File: config.mk
export PLATFORM = sky130hd
export DESIGN_NAME = clk_freq_seq
export DESIGN_NICKNAME = d
export VERILOG_FILES = /design/src/rtl/cfs_pkg.sv /design/src/rtl/cfs_regs.sv /design/src/rtl/cfs_trig.sv /design/src/rtl/cfs_seq.sv /design/src/rtl/clk_freq_seq.sv
export SDC_FILE = /design/constraint.sdc
export NUM_CORES = 1
export LEC_CHECK = 0
export ABC_CLOCK_PERIOD_IN_PS = 3500
export CAP_MARGIN = 20
export CORE_UTILIZATION = 58
export CTS_CLUSTER_SIZE = 14
export DETAILED_ROUTE_END_ITERATION = 10
export DONT_BUFFER_PORTS = 1
export MAX_ROUTING_LAYER = met4
export PLACE_DENSITY = 0.76
export REMOVE_ABC_BUFFERS = 1
export SLEW_MARGIN = 20
export SYNTH_ARGS = -nofsm -noshare
export SYNTH_HDL_FRONTEND = slang
export SYNTH_SLANG_ARGS = --single-unit
File: constraint.sdc
create_clock -name clk -period 3.5 [get_ports clk]
set_input_delay 0.175 -clock clk [delete_from_list [all_inputs] [get_ports clk]]
set_output_delay 0.175 -clock clk [all_outputs]
set_load 0.05 [all_outputs]
File: src/rtl/cfs_pkg.sv
package cfs_pkg;
  localparam int ADDR_W = 4;
  localparam int DATA_W = 32;
  localparam int CODE_W = 8;
  localparam int NLINE  = 3;

  localparam int FULL_BIT = 0;
  localparam int HALF_BIT = 1;
  localparam int SLOW_BIT = 5;

  localparam int LINE_BIT [NLINE] = '{FULL_BIT, HALF_BIT, SLOW_BIT};

  localparam logic [CODE_W-1:0] CODE_MASK =
    CODE_W'((1 << FULL_BIT) | (1 << HALF_BIT) | (1 << SLOW_BIT));

  localparam logic [ADDR_W-1:0] A_CODE   = 4'd0;
  localparam logic [ADDR_W-1:0] A_STAT   = 4'd1;
  localparam logic [ADDR_W-1:0] A_CHG    = 4'd2;
  localparam logic [ADDR_W-1:0] A_BYP    = 4'd3;
  localparam logic [ADDR_W-1:0] A_UNBYP  = 4'd4;
  localparam logic [ADDR_W-1:0] A_UNCHG  = 4'd5;
  localparam logic [ADDR_W-1:0] A_SETTLE = 4'd6;

  typedef enum logic [2:0] {
    ST_IDLE,
    ST_FREEZE,
    ST_CHG,
    ST_BYP,
    ST_UNBYP,
    ST_UNCHG,
    ST_SETTLE
  } seq_state_t;

  function automatic int imax(int a, int b);
    return (a > b) ? a : b;
  endfunction
endpackage

File: src/rtl/cfs_regs.sv
module cfs_regs
  import cfs_pkg::*;
#(
  parameter int CHG_W    = 8,
  parameter int BYP_W    = 16,
  parameter int UNBYP_W  = 8,
  parameter int UNCHG_W  = 8,
  parameter int SETTLE_W = 32
) (
  input  logic                clk,
  input  logic                rst_n,
  input  logic                we,
  input  logic [ADDR_W-1:0]   addr,
  input  logic [DATA_W-1:0]   wdata,
  input  logic                busy,
  output logic [DATA_W-1:0]   rdata,
  output logic [CODE_W-1:0]   code_q,
  output logic [CHG_W-1:0]    chg_q,
  output logic [BYP_W-1:0]    byp_q,
  output logic [UNBYP_W-1:0]  unbyp_q,
  output logic [UNCHG_W-1:0]  unchg_q,
  output logic [SETTLE_W-1:0] settle_q
);
  logic en_code, en_chg, en_byp, en_unbyp, en_unchg, en_settle;
  logic [CODE_W-1:0] code_d;

  assign en_code   = we && (addr == A_CODE);
  assign en_chg    = we && (addr == A_CHG);
  assign en_byp    = we && (addr == A_BYP);
  assign en_unbyp  = we && (addr == A_UNBYP);
  assign en_unchg  = we && (addr == A_UNCHG);
  assign en_settle = we && (addr == A_SETTLE);

  assign code_d = wdata[CODE_W-1:0] & CODE_MASK;

  always_ff @(posedge clk or negedge rst_n) begin
    if (!rst_n) begin
      code_q <= '0;
    end else if (en_code) begin
      code_q <= code_d;
    end
  end

  always_ff @(posedge clk or negedge rst_n) begin
    if (!rst_n) begin
      chg_q <= '0;
    end else if (en_chg) begin
      chg_q <= wdata[CHG_W-1:0];
    end
  end

  always_ff @(posedge clk or negedge rst_n) begin
    if (!rst_n) begin
      byp_q <= '0;
    end else if (en_byp) begin
      byp_q <= wdata[BYP_W-1:0];
    end
  end

  always_ff @(posedge clk or negedge rst_n) begin
    if (!rst_n) begin
      unbyp_q <= '0;
    end else if (en_unbyp) begin
      unbyp_q <= wdata[UNBYP_W-1:0];
    end
  end

  always_ff @(posedge clk or negedge rst_n) begin
    if (!rst_n) begin
      unchg_q <= '0;
    end else if (en_unchg) begin
      unchg_q <= wdata[UNCHG_W-1:0];
    end
  end

  always_ff @(posedge clk or negedge rst_n) begin
    if (!rst_n) begin
      settle_q <= '0;
    end else if (en_settle) begin
      settle_q <= wdata[SETTLE_W-1:0];
    end
  end

  always_comb begin
    rdata = '0;
    case (addr)
      A_CODE:   rdata = DATA_W'(code_q);
      A_STAT:   rdata = DATA_W'(busy);
      A_CHG:    rdata = DATA_W'(chg_q);
      A_BYP:    rdata = DATA_W'(byp_q);
      A_UNBYP:  rdata = DATA_W'(unbyp_q);
      A_UNCHG:  rdata = DATA_W'(unchg_q);
      A_SETTLE: rdata = DATA_W'(settle_q);
      default:  rdata = '0;
    endcase
  end
endmodule

File: src/rtl/cfs_trig.sv
module cfs_trig
  import cfs_pkg::*;
(
  input  logic              we_code,
  input  logic [CODE_W-1:0] wcode,
  input  logic [CODE_W-1:0] code_q,
  input  logic              busy,
  output logic              fire,
  output logic [NLINE-1:0]  sel
);
  logic [CODE_W-1:0] new_v;
  logic [CODE_W-1:0] rise;
  logic              single;

  assign new_v  = wcode & CODE_MASK;
  assign rise   = new_v & ~code_q;
  assign single = $onehot(new_v);
  assign fire   = we_code && !busy && single && (rise == new_v);

  for (genvar i = 0; i < NLINE; i++) begin : g_line
    assign sel[i] = new_v[LINE_BIT[i]];
  end
endmodule

File: src/rtl/cfs_seq.sv
module cfs_seq
  import cfs_pkg::*;
#(
  parameter int CHG_W    = 8,
  parameter int BYP_W    = 16,
  parameter int UNBYP_W  = 8,
  parameter int UNCHG_W  = 8,
  parameter int SETTLE_W = 32
) (
  input  logic                clk,
  input  logic                rst_n,
  input  logic                fire,
  input  logic [NLINE-1:0]    sel_in,
  input  logic                freeze_ack,
  input  logic [CHG_W-1:0]    chg_dly,
  input  logic [BYP_W-1:0]    byp_dly,
  input  logic [UNBYP_W-1:0]  unbyp_dly,
  input  logic [UNCHG_W-1:0]  unchg_dly,
  input  logic [SETTLE_W-1:0] settle_dly,
  output logic                freeze_l,
  output logic [NLINE-1:0]    clk_change_l,
  output logic                pll_bypass,
  output logic                busy
);
  localparam int CNT_W = imax(imax(imax(CHG_W, BYP_W), imax(UNBYP_W, UNCHG_W)), SETTLE_W);

  seq_state_t        state_q, state_d;
  logic [CNT_W-1:0]  cnt_q, cnt_d;
  logic [NLINE-1:0]  sel_q, sel_d;
  logic              cnt_zero;
  logic              frz_l_d, byp_d;
  logic [NLINE-1:0]  chg_l_d;

  assign cnt_zero = (cnt_q == '0);

  always_comb begin
    state_d = state_q;
    cnt_d   = cnt_q;
    sel_d   = sel_q;
    case (state_q)
      ST_IDLE: begin
        if (fire) begin
          state_d = ST_FREEZE;
          sel_d   = sel_in;
        end
      end
      ST_FREEZE: begin
        if (freeze_ack) begin
          state_d = ST_CHG;
          cnt_d   = CNT_W'(chg_dly);
        end
      end
      ST_CHG: begin
        if (cnt_zero) begin
          state_d = ST_BYP;
          cnt_d   = CNT_W'(byp_dly);
        end else begin
          cnt_d = cnt_q - CNT_W'(1);
        end
      end
      ST_BYP: begin
        if (cnt_zero) begin
          state_d = ST_UNBYP;
          cnt_d   = CNT_W'(unbyp_dly);
        end else begin
          cnt_d = cnt_q - CNT_W'(1);
        end
      end
      ST_UNBYP: begin
        if (cnt_zero) begin
          state_d = ST_UNCHG;
          cnt_d   = CNT_W'(unchg_dly);
        end else begin
          cnt_d = cnt_q - CNT_W'(1);
        end
      end
      ST_UNCHG: begin
        if (cnt_zero) begin
          state_d = ST_SETTLE;
          cnt_d   = CNT_W'(settle_dly);
        end else begin
          cnt_d = cnt_q - CNT_W'(1);
        end
      end
      ST_SETTLE: begin
        if (cnt_zero) begin
          state_d = ST_IDLE;
        end else begin
          cnt_d = cnt_q - CNT_W'(1);
        end
      end
      default: begin
        state_d = ST_IDLE;
        cnt_d   = '0;
      end
    endcase
  end

  always_comb begin
    frz_l_d = (state_d == ST_IDLE);
    byp_d   = (state_d == ST_UNBYP);
    chg_l_d = (state_d inside {ST_BYP, ST_UNBYP, ST_UNCHG}) ? ~sel_d : '1;
  end

  always_ff @(posedge clk or negedge rst_n) begin
    if (!rst_n) begin
      state_q      <= ST_IDLE;
      cnt_q        <= '0;
      sel_q        <= '0;
      freeze_l     <= 1'b1;
      clk_change_l <= '1;
      pll_bypass   <= 1'b0;
    end else begin
      state_q      <= state_d;
      cnt_q        <= cnt_d;
      sel_q        <= sel_d;
      freeze_l     <= frz_l_d;
      clk_change_l <= chg_l_d;
      pll_bypass   <= byp_d;
    end
  end

  assign busy = (state_q != ST_IDLE);
endmodule

File: src/rtl/clk_freq_seq.sv
module clk_freq_seq
  import cfs_pkg::*;
#(
  parameter int CHG_W    = 8,
  parameter int BYP_W    = 16,
  parameter int UNBYP_W  = 8,
  parameter int UNCHG_W  = 8,
  parameter int SETTLE_W = 32
) (
  input  logic              clk,
  input  logic              rst_n,
  input  logic              reg_we,
  input  logic [ADDR_W-1:0] reg_addr,
  input  logic [DATA_W-1:0] reg_wdata,
  output logic [DATA_W-1:0] reg_rdata,
  input  logic              freeze_ack,
  output logic              freeze_l,
  output logic [NLINE-1:0]  clk_change_l,
  output logic              pll_bypass
);
  logic [1:0]          rst_sync;
  logic                srst_n;
  logic                busy_w;
  logic                fire_w;
  logic [NLINE-1:0]    sel_w;
  logic [CODE_W-1:0]   code_w;
  logic [CHG_W-1:0]    chg_w;
  logic [BYP_W-1:0]    byp_w;
  logic [UNBYP_W-1:0]  unbyp_w;
  logic [UNCHG_W-1:0]  unchg_w;
  logic [SETTLE_W-1:0] settle_w;

  always_ff @(posedge clk or negedge rst_n) begin
    if (!rst_n) begin
      rst_sync <= 2'b00;
    end else begin
      rst_sync <= {rst_sync[0], 1'b1};
    end
  end
  assign srst_n = rst_sync[1];

  cfs_regs #(
    .CHG_W(CHG_W), .BYP_W(BYP_W), .UNBYP_W(UNBYP_W),
    .UNCHG_W(UNCHG_W), .SETTLE_W(SETTLE_W)
  ) u_regs (
    .clk(clk), .rst_n(srst_n), .we(reg_we), .addr(reg_addr),
    .wdata(reg_wdata), .busy(busy_w), .rdata(reg_rdata),
    .code_q(code_w), .chg_q(chg_w), .byp_q(byp_w),
    .unbyp_q(unbyp_w), .unchg_q(unchg_w), .settle_q(settle_w)
  );

  cfs_trig u_trig (
    .we_code(reg_we && (reg_addr == A_CODE)),
    .wcode(reg_wdata[CODE_W-1:0]),
    .code_q(code_w),
    .busy(busy_w),
    .fire(fire_w),
    .sel(sel_w)
  );

  cfs_seq #(
    .CHG_W(CHG_W), .BYP_W(BYP_W), .UNBYP_W(UNBYP_W),
    .UNCHG_W(UNCHG_W), .SETTLE_W(SETTLE_W)
  ) u_seq (
    .clk(clk), .rst_n(srst_n), .fire(fire_w), .sel_in(sel_w),
    .freeze_ack(freeze_ack), .chg_dly(chg_w), .byp_dly(byp_w),
    .unbyp_dly(unbyp_w), .unchg_dly(unchg_w), .settle_dly(settle_w),
    .freeze_l(freeze_l), .clk_change_l(clk_change_l),
    .pll_bypass(pll_bypass), .busy(busy_w)
  );
endmodule

After elaboration in Yosys (flattened, before gate mapping)
Cells that the tools add are included.

word-level totals
  register bits = 120
  latch bits = 0
  bits in writable memories = 0
  ROM bits = 0
  input port bits = 40
  output and inout bits = 37
  word-level logic and storage cells = 75
  memories = 0

operators by class
  add/subtract/negate cells = 3
  $mul = 0
  divide/modulo/power cells = 0
  order comparisons = 0
  eq/ne operators = 19
  shift-type cells = 0
  multiplexer cells = 19
  bitwise gates (word level) = 4
  reduce and logical (&&, ||, !) cells = 17

operators by type and width
  operator               count
  $pmux 32 s7            2
  $mux 32                6
  $logic_not 32->1       1
  $sub 32x1->32 const B  1
  $mux 3                 10
  $pmux 3 s7             1
  $eq 3x3->1 const B     5
  $eq 4x3->1 const B     3
  $eq 3x2->1 const B     3
  $logic_and 1x1->1      9
  $and 6x8->8            1
  $eq 4x1->1 const B     2
  $eq 4x2->1 const B     2
  $eq 8x6->1             1
  $not 6->8              1
  $logic_not 3->1        2
  $reduce_bool 3->1      2
  $add 4x1->4            1
  $logic_not 4->1        1
  $ne 2x2->1 const B     2
  $eq 3x1->1 const B     1
  $not 3->3              1
  $reduce_and 3->1       1
  $add 1x1->2            1
  other kinds (2)        2

Logic depth before layout (Yosys ltp)
  depth after elaboration = 10
  depth in mapped cells = 10

Hierarchy
From an unflattened synthesis, not the netlist that was laid out.

unflattened totals
  cells, all modules = 671
  area total of the unflattened synthesis = 7025.5 um2

by module, submodules not included
  module        times used  cells an instance  area each (um2)  seq. area each (um2)
  cfs_regs      1           257                3663.5           1876.8
  cfs_seq       1           399                3215.6           1081.0
  cfs_trig      1           10                 80.1             0.0
  clk_freq_seq  1           5                  66.3             50.0

Worst setup path after synthesis
Ideal clock, no wire load.

  kind = flip-flop to flip-flop
  from = reg u_seq.cnt_q[0]
  to = reg u_seq.cnt_q[14]
  arrival = 2.156 ns
  data required time = 3.379 ns
  slack = 1.223 ns
  cell stages (with the launch flop) = 11
  clock period less this slack = 2.277 ns
  cells stage by stage = dfrtp_1 > inv_1 > ha_1 > nor4b_1 > nand3_1 > or3_1 > buf_6 > o21ai_2 > buf_2 > o21ai_0 > a22o_1

between the ends
  longest elaborated chain between the ends = 3
  elaborated cells on any way between the ends = 10

RTL lines
  element                                                   line            text
  start: declaration                                        cfs_seq.sv:28   logic [CNT_W-1:0] cnt_q, cnt_d;
  start signal: assignment                                  cfs_seq.sv:115  cnt_q <= cnt_d;
  $sub 32x1->32 / $logic_not 32->1 (equally long branches)  n/a
  $mux 32, or another cell as far along                     cfs_seq.sv:86   if (cnt_zero) begin
  $pmux 32 s7 / $reduce_and 3->1 (equally long branches)    n/a

Parallel ways exist; a longest one is shown, timed or not. The select of a mux whose other input is x is not followed.
A chain may end at the register's enable or synchronous reset.

Worst setup path after layout
  from = reg u_seq.cnt_q[0]
  to = reg u_seq.cnt_q[16]

Same word-level chain as after synthesis.

==> summary.md <==
The power density over the cells is 745 nW/um2. For the initial cell density of the core, the log shows 0.596. Along the worst path, the maximum fanout reaches 16. Die outline width: 108 um.

TritonCTS built the clock tree. For this run, the top clock speed supported by timing is 0.341 GHz. Yosys printed 0 warnings.

At the later pin of the worst-skew pair, clock insertion delay measures 540 ps. During placement, the flow inserted port buffers numbering 0. The part of the cycle the worst path needs is 0.839, and the shortest period the worst path allows is 2940 ps. Kind of end point of the critical path: a flop. The mean number of vias per cell came out at 6.50. In this run the static leakage power is 3.26 nW. The flow ran to the end, and the final reports show no timing, DRC or antenna violations. The total length of routed wires was 17,000 um; the number of clock sinks was 120.

The run gives 807 as the number of filler instances in the final layout. Leaving out filler cells and counting taps, the final layout contains 837. The half-perimeter wire length after detailed placement came out at 11,100 um. The number of setup buffers added after CTS is 0. The first-pass detailed-route iteration total came out at 6.

Summed over all layers, the global routing overflow is 0. The run gives 3950 ps as the data required time at the worst endpoint. Among all flip-flop cells after synthesis, the most frequent one is sky130_fd_sc_hd__dfrtp_1. Headroom to the max-slew limit: 0.327.

On the final layout, the worst clock skew is 9.71 ps. Data on the critical path arrives at its endpoint at 3380 ps. Category of the most critical setup path: reg2reg.

Synthesis instantiated 57 different standard cells from the library. The share of post-route cells with drive strength above 1 is 0.192, and the post-CTS resize count is 0. The clock passes through at most 2 buffers. Final routed wire length divided by cell count: 20.3 um. The min-delay analysis places its worst path in the category in2reg. The number of global-route vias before repair was 5,417. The post-synth design cell area is 6490 um2, and the portion of the post-synthesis area used by sequential elements is 0.463.

Row generation in the floorplan step produced 38 rows. Aggregate global-route resource usage: 0.320. The largest voltage drop on the vdd net is 0.541 mV, and the number of buffers created by CTS is 17.

The repair_antennas step left the layout with diodes totalling 0. Cell chosen for the clock root: sky130_fd_sc_hd__clkbuf_8. The I/O pin count is 77.

The measured slew at the worst slew-check pin was 1010 ps. Synthesis handed over a netlist of 648 instances. The logs give 523 for the violation count after the first detailed-routing iteration and 27,200 um for the global-route wire length before repair. Max-capacitance violation count: 0. The number of hold-slack violations in the final timing report is 0, and the remaining number of nets flagged by the antenna check after routing is 0. The sum of negative setup slack was 0 ps. In this run the number of H-tree levels came out at 4. After clock tree synthesis, the clock-pin slew on the worst setup and hold paths is 60 ps.

The total number of vias is 5,440, and the synthesized area per cell is 10.0 um2. The share of synthesized registers carrying an async set or reset was 1.00; the area of the placeable core was 10,900 um2. STA classifies the critical path startpoint as a flop. The die outline height is 108 um, and the initial antenna violation count is 0. The net count reported at finish was 730; the number of enable flip-flop cells after synthesis was 0. For this design, the CTS-stage hold fixing added 36 buffers. The area growth from synthesis to layout is 17.5%.

The max-slew violation count was 0; the final weighted congestion in routability-driven placement was 0.922. The die covers 11,600 um2. Setup repair after global routing left no endpoint under its margin. The number of endpoints failing setup at the final stage is 0. The logs give 768 for the number of placed instances, taps included and 0 for the remaining routing DRC violations. The flip-flop and latch count after synthesis was 120; the maximum number of pins on one net before global-route repair was 83.
metrics by stage:
step | total power, mW | worst slack (ps) | hold WS [ps] | utilization | instance area [um2]
final | 5.69 | 564 | 3.32 | 0.701 | 7630
after global routing | 5.98 | 372 | 56.8 | 0.701 | 7630
after CTS | 5.66 | 617 | 7.98 | 0.699 | 7610
after detailed placement | 3.86 | 645 | -121 | 0.611 | 6660
after global placement | 3.78 | 838 | -121 | 0.611 | 6660
after floorplan | 3.34 | -83.7 | -121 | - | 6310
final timing paths:
check                                                start                             end  slack [ps]  cells past startpoint
max in group asynchronous            rst_sync[1]$_DFF_PN0_        u_seq.freeze_l$_DFF_PN1_        2490                      1
worst min-delay path                           reg_addr[2]    u_regs.code_q[0]$_DFFE_PN0P_           3                      3
worst max register to register  u_seq.cnt_q[0]$_DFFE_PN0P_     u_seq.cnt_q[16]$_DFFE_PN0P_         560                      8
min in group asynchronous            rst_sync[1]$_DFF_PN0_  u_regs.settle_q[9]$_DFFE_PN0P_         310                      0
worst min register to register       rst_sync[1]$_DFF_PN0_  u_regs.settle_q[9]$_DFFE_PN0P_         310                      0
worst max-delay path            u_seq.cnt_q[0]$_DFFE_PN0P_     u_seq.cnt_q[16]$_DFFE_PN0P_         560                      8
sequential cells by signal (all words and copies together) (netlist names):
signal / cells
u_regs.code_q: 3
u_regs.byp_q: 16
u_seq.pll_bypass: 1
u_regs.settle_q: 32
u_seq.freeze_l: 1
u_seq.sel_q: 3
u_regs.chg_q: 8
u_seq.state_q: 3
u_regs.unbyp_q: 8
u_regs.unchg_q: 8
u_seq.clk_change_l: 3
rst_sync: 2
u_seq.cnt_q: 32
cell type report:
class | instances | area, um2 | area share
Clock buffer | 19 | 442 | 0.0579
Tap cell | 140 | 175 | 0.0230
Inverter | 19 | 71.3 | 0.00935
Sequential cell | 120 | 3010 | 0.395
Timing Repair Buffer | 57 | 543 | 0.0712
Multi-Input combinational cell | 469 | 3240 | 0.424
Clock inverter | 13 | 153 | 0.0200
per-layer routing:
layer,vias to the layer above,wire (um),part of all wire,global-route usage
met5,-,0,0,-
met2,217,8400,0.49,0.505
li1,2480,-,-,-
met4,0,291,0.017,0.120
met1,2707,7360,0.43,0.397
met3,36,967,0.057,0.0793
Yosys cell counts, drive strengths merged, types with 7 or more instances:
library cell  count  area [um2]
a211oi            7        52.6
a21oi            18        90.1
a221oi            8        70.1
a22o             11        96.3
a22oi            28         210
a31oi             9        56.3
and2             16         100
buf              11        72.6
clkbuf           29         109
dfrtp           116        2900
inv              19        71.3
mux2             61         687
mux2i             8        80.1
nand2            60         225
nand3            15        80.1
nor2             38         143
nor3             35         203
nor4             11         114
o21ai            52         268
o22ai             7        43.8
o2bb2ai           7        61.3
power by group:
| part | switching [mW] | internal [mW] | total (mW) |
|---|---|---|---|
| Combinational | 1.13 | 0.704 | 1.84 |
| Clock | 0.632 | 1.11 | 1.75 |
| Sequential | 0.383 | 1.72 | 2.10 |
cell usage in the layout, fill, tap and decap left out, drive strengths merged, types with 21 or more instances in the layout:
cell,count
buf,21
dfrtp,116
nand2,60
mux2,61
a22oi,28
nor3,35
nor2,38
o21ai,52
dlygate4sd3,36
cell families (layout without fill, tap and decap cells):
group | Yosys count | after routing | share of synthesized area
and+or+nand+nor | 208 | 208 | 0.171
buffers and inverters | 59 | 108 | 0.0389
AOI/OAI and AO/OA | 178 | 178 | 0.187
xor gates and xnor gates | 7 | 7 | 0.00944
muxes | 69 | 69 | 0.118
DFF | 120 | 120 | 0.463
other | 1 | 1 | 0.000577
adders and majority gates | 6 | 6 | 0.0127
worst max-delay path, stage by stage, from the launching register on:
cell	delay (ps)
sky130_fd_sc_hd__dfrtp_1	440
sky130_fd_sc_hd__inv_1	110
sky130_fd_sc_hd__ha_1	150
sky130_fd_sc_hd__nor4b_1	430
sky130_fd_sc_hd__nand3_1	220
sky130_fd_sc_hd__or3_1	540
sky130_fd_sc_hd__nor3_4	570
sky130_fd_sc_hd__a22oi_1	180
sky130_fd_sc_hd__o21ai_0	200
No activity file was read; power rests on OpenSTA's default activity.
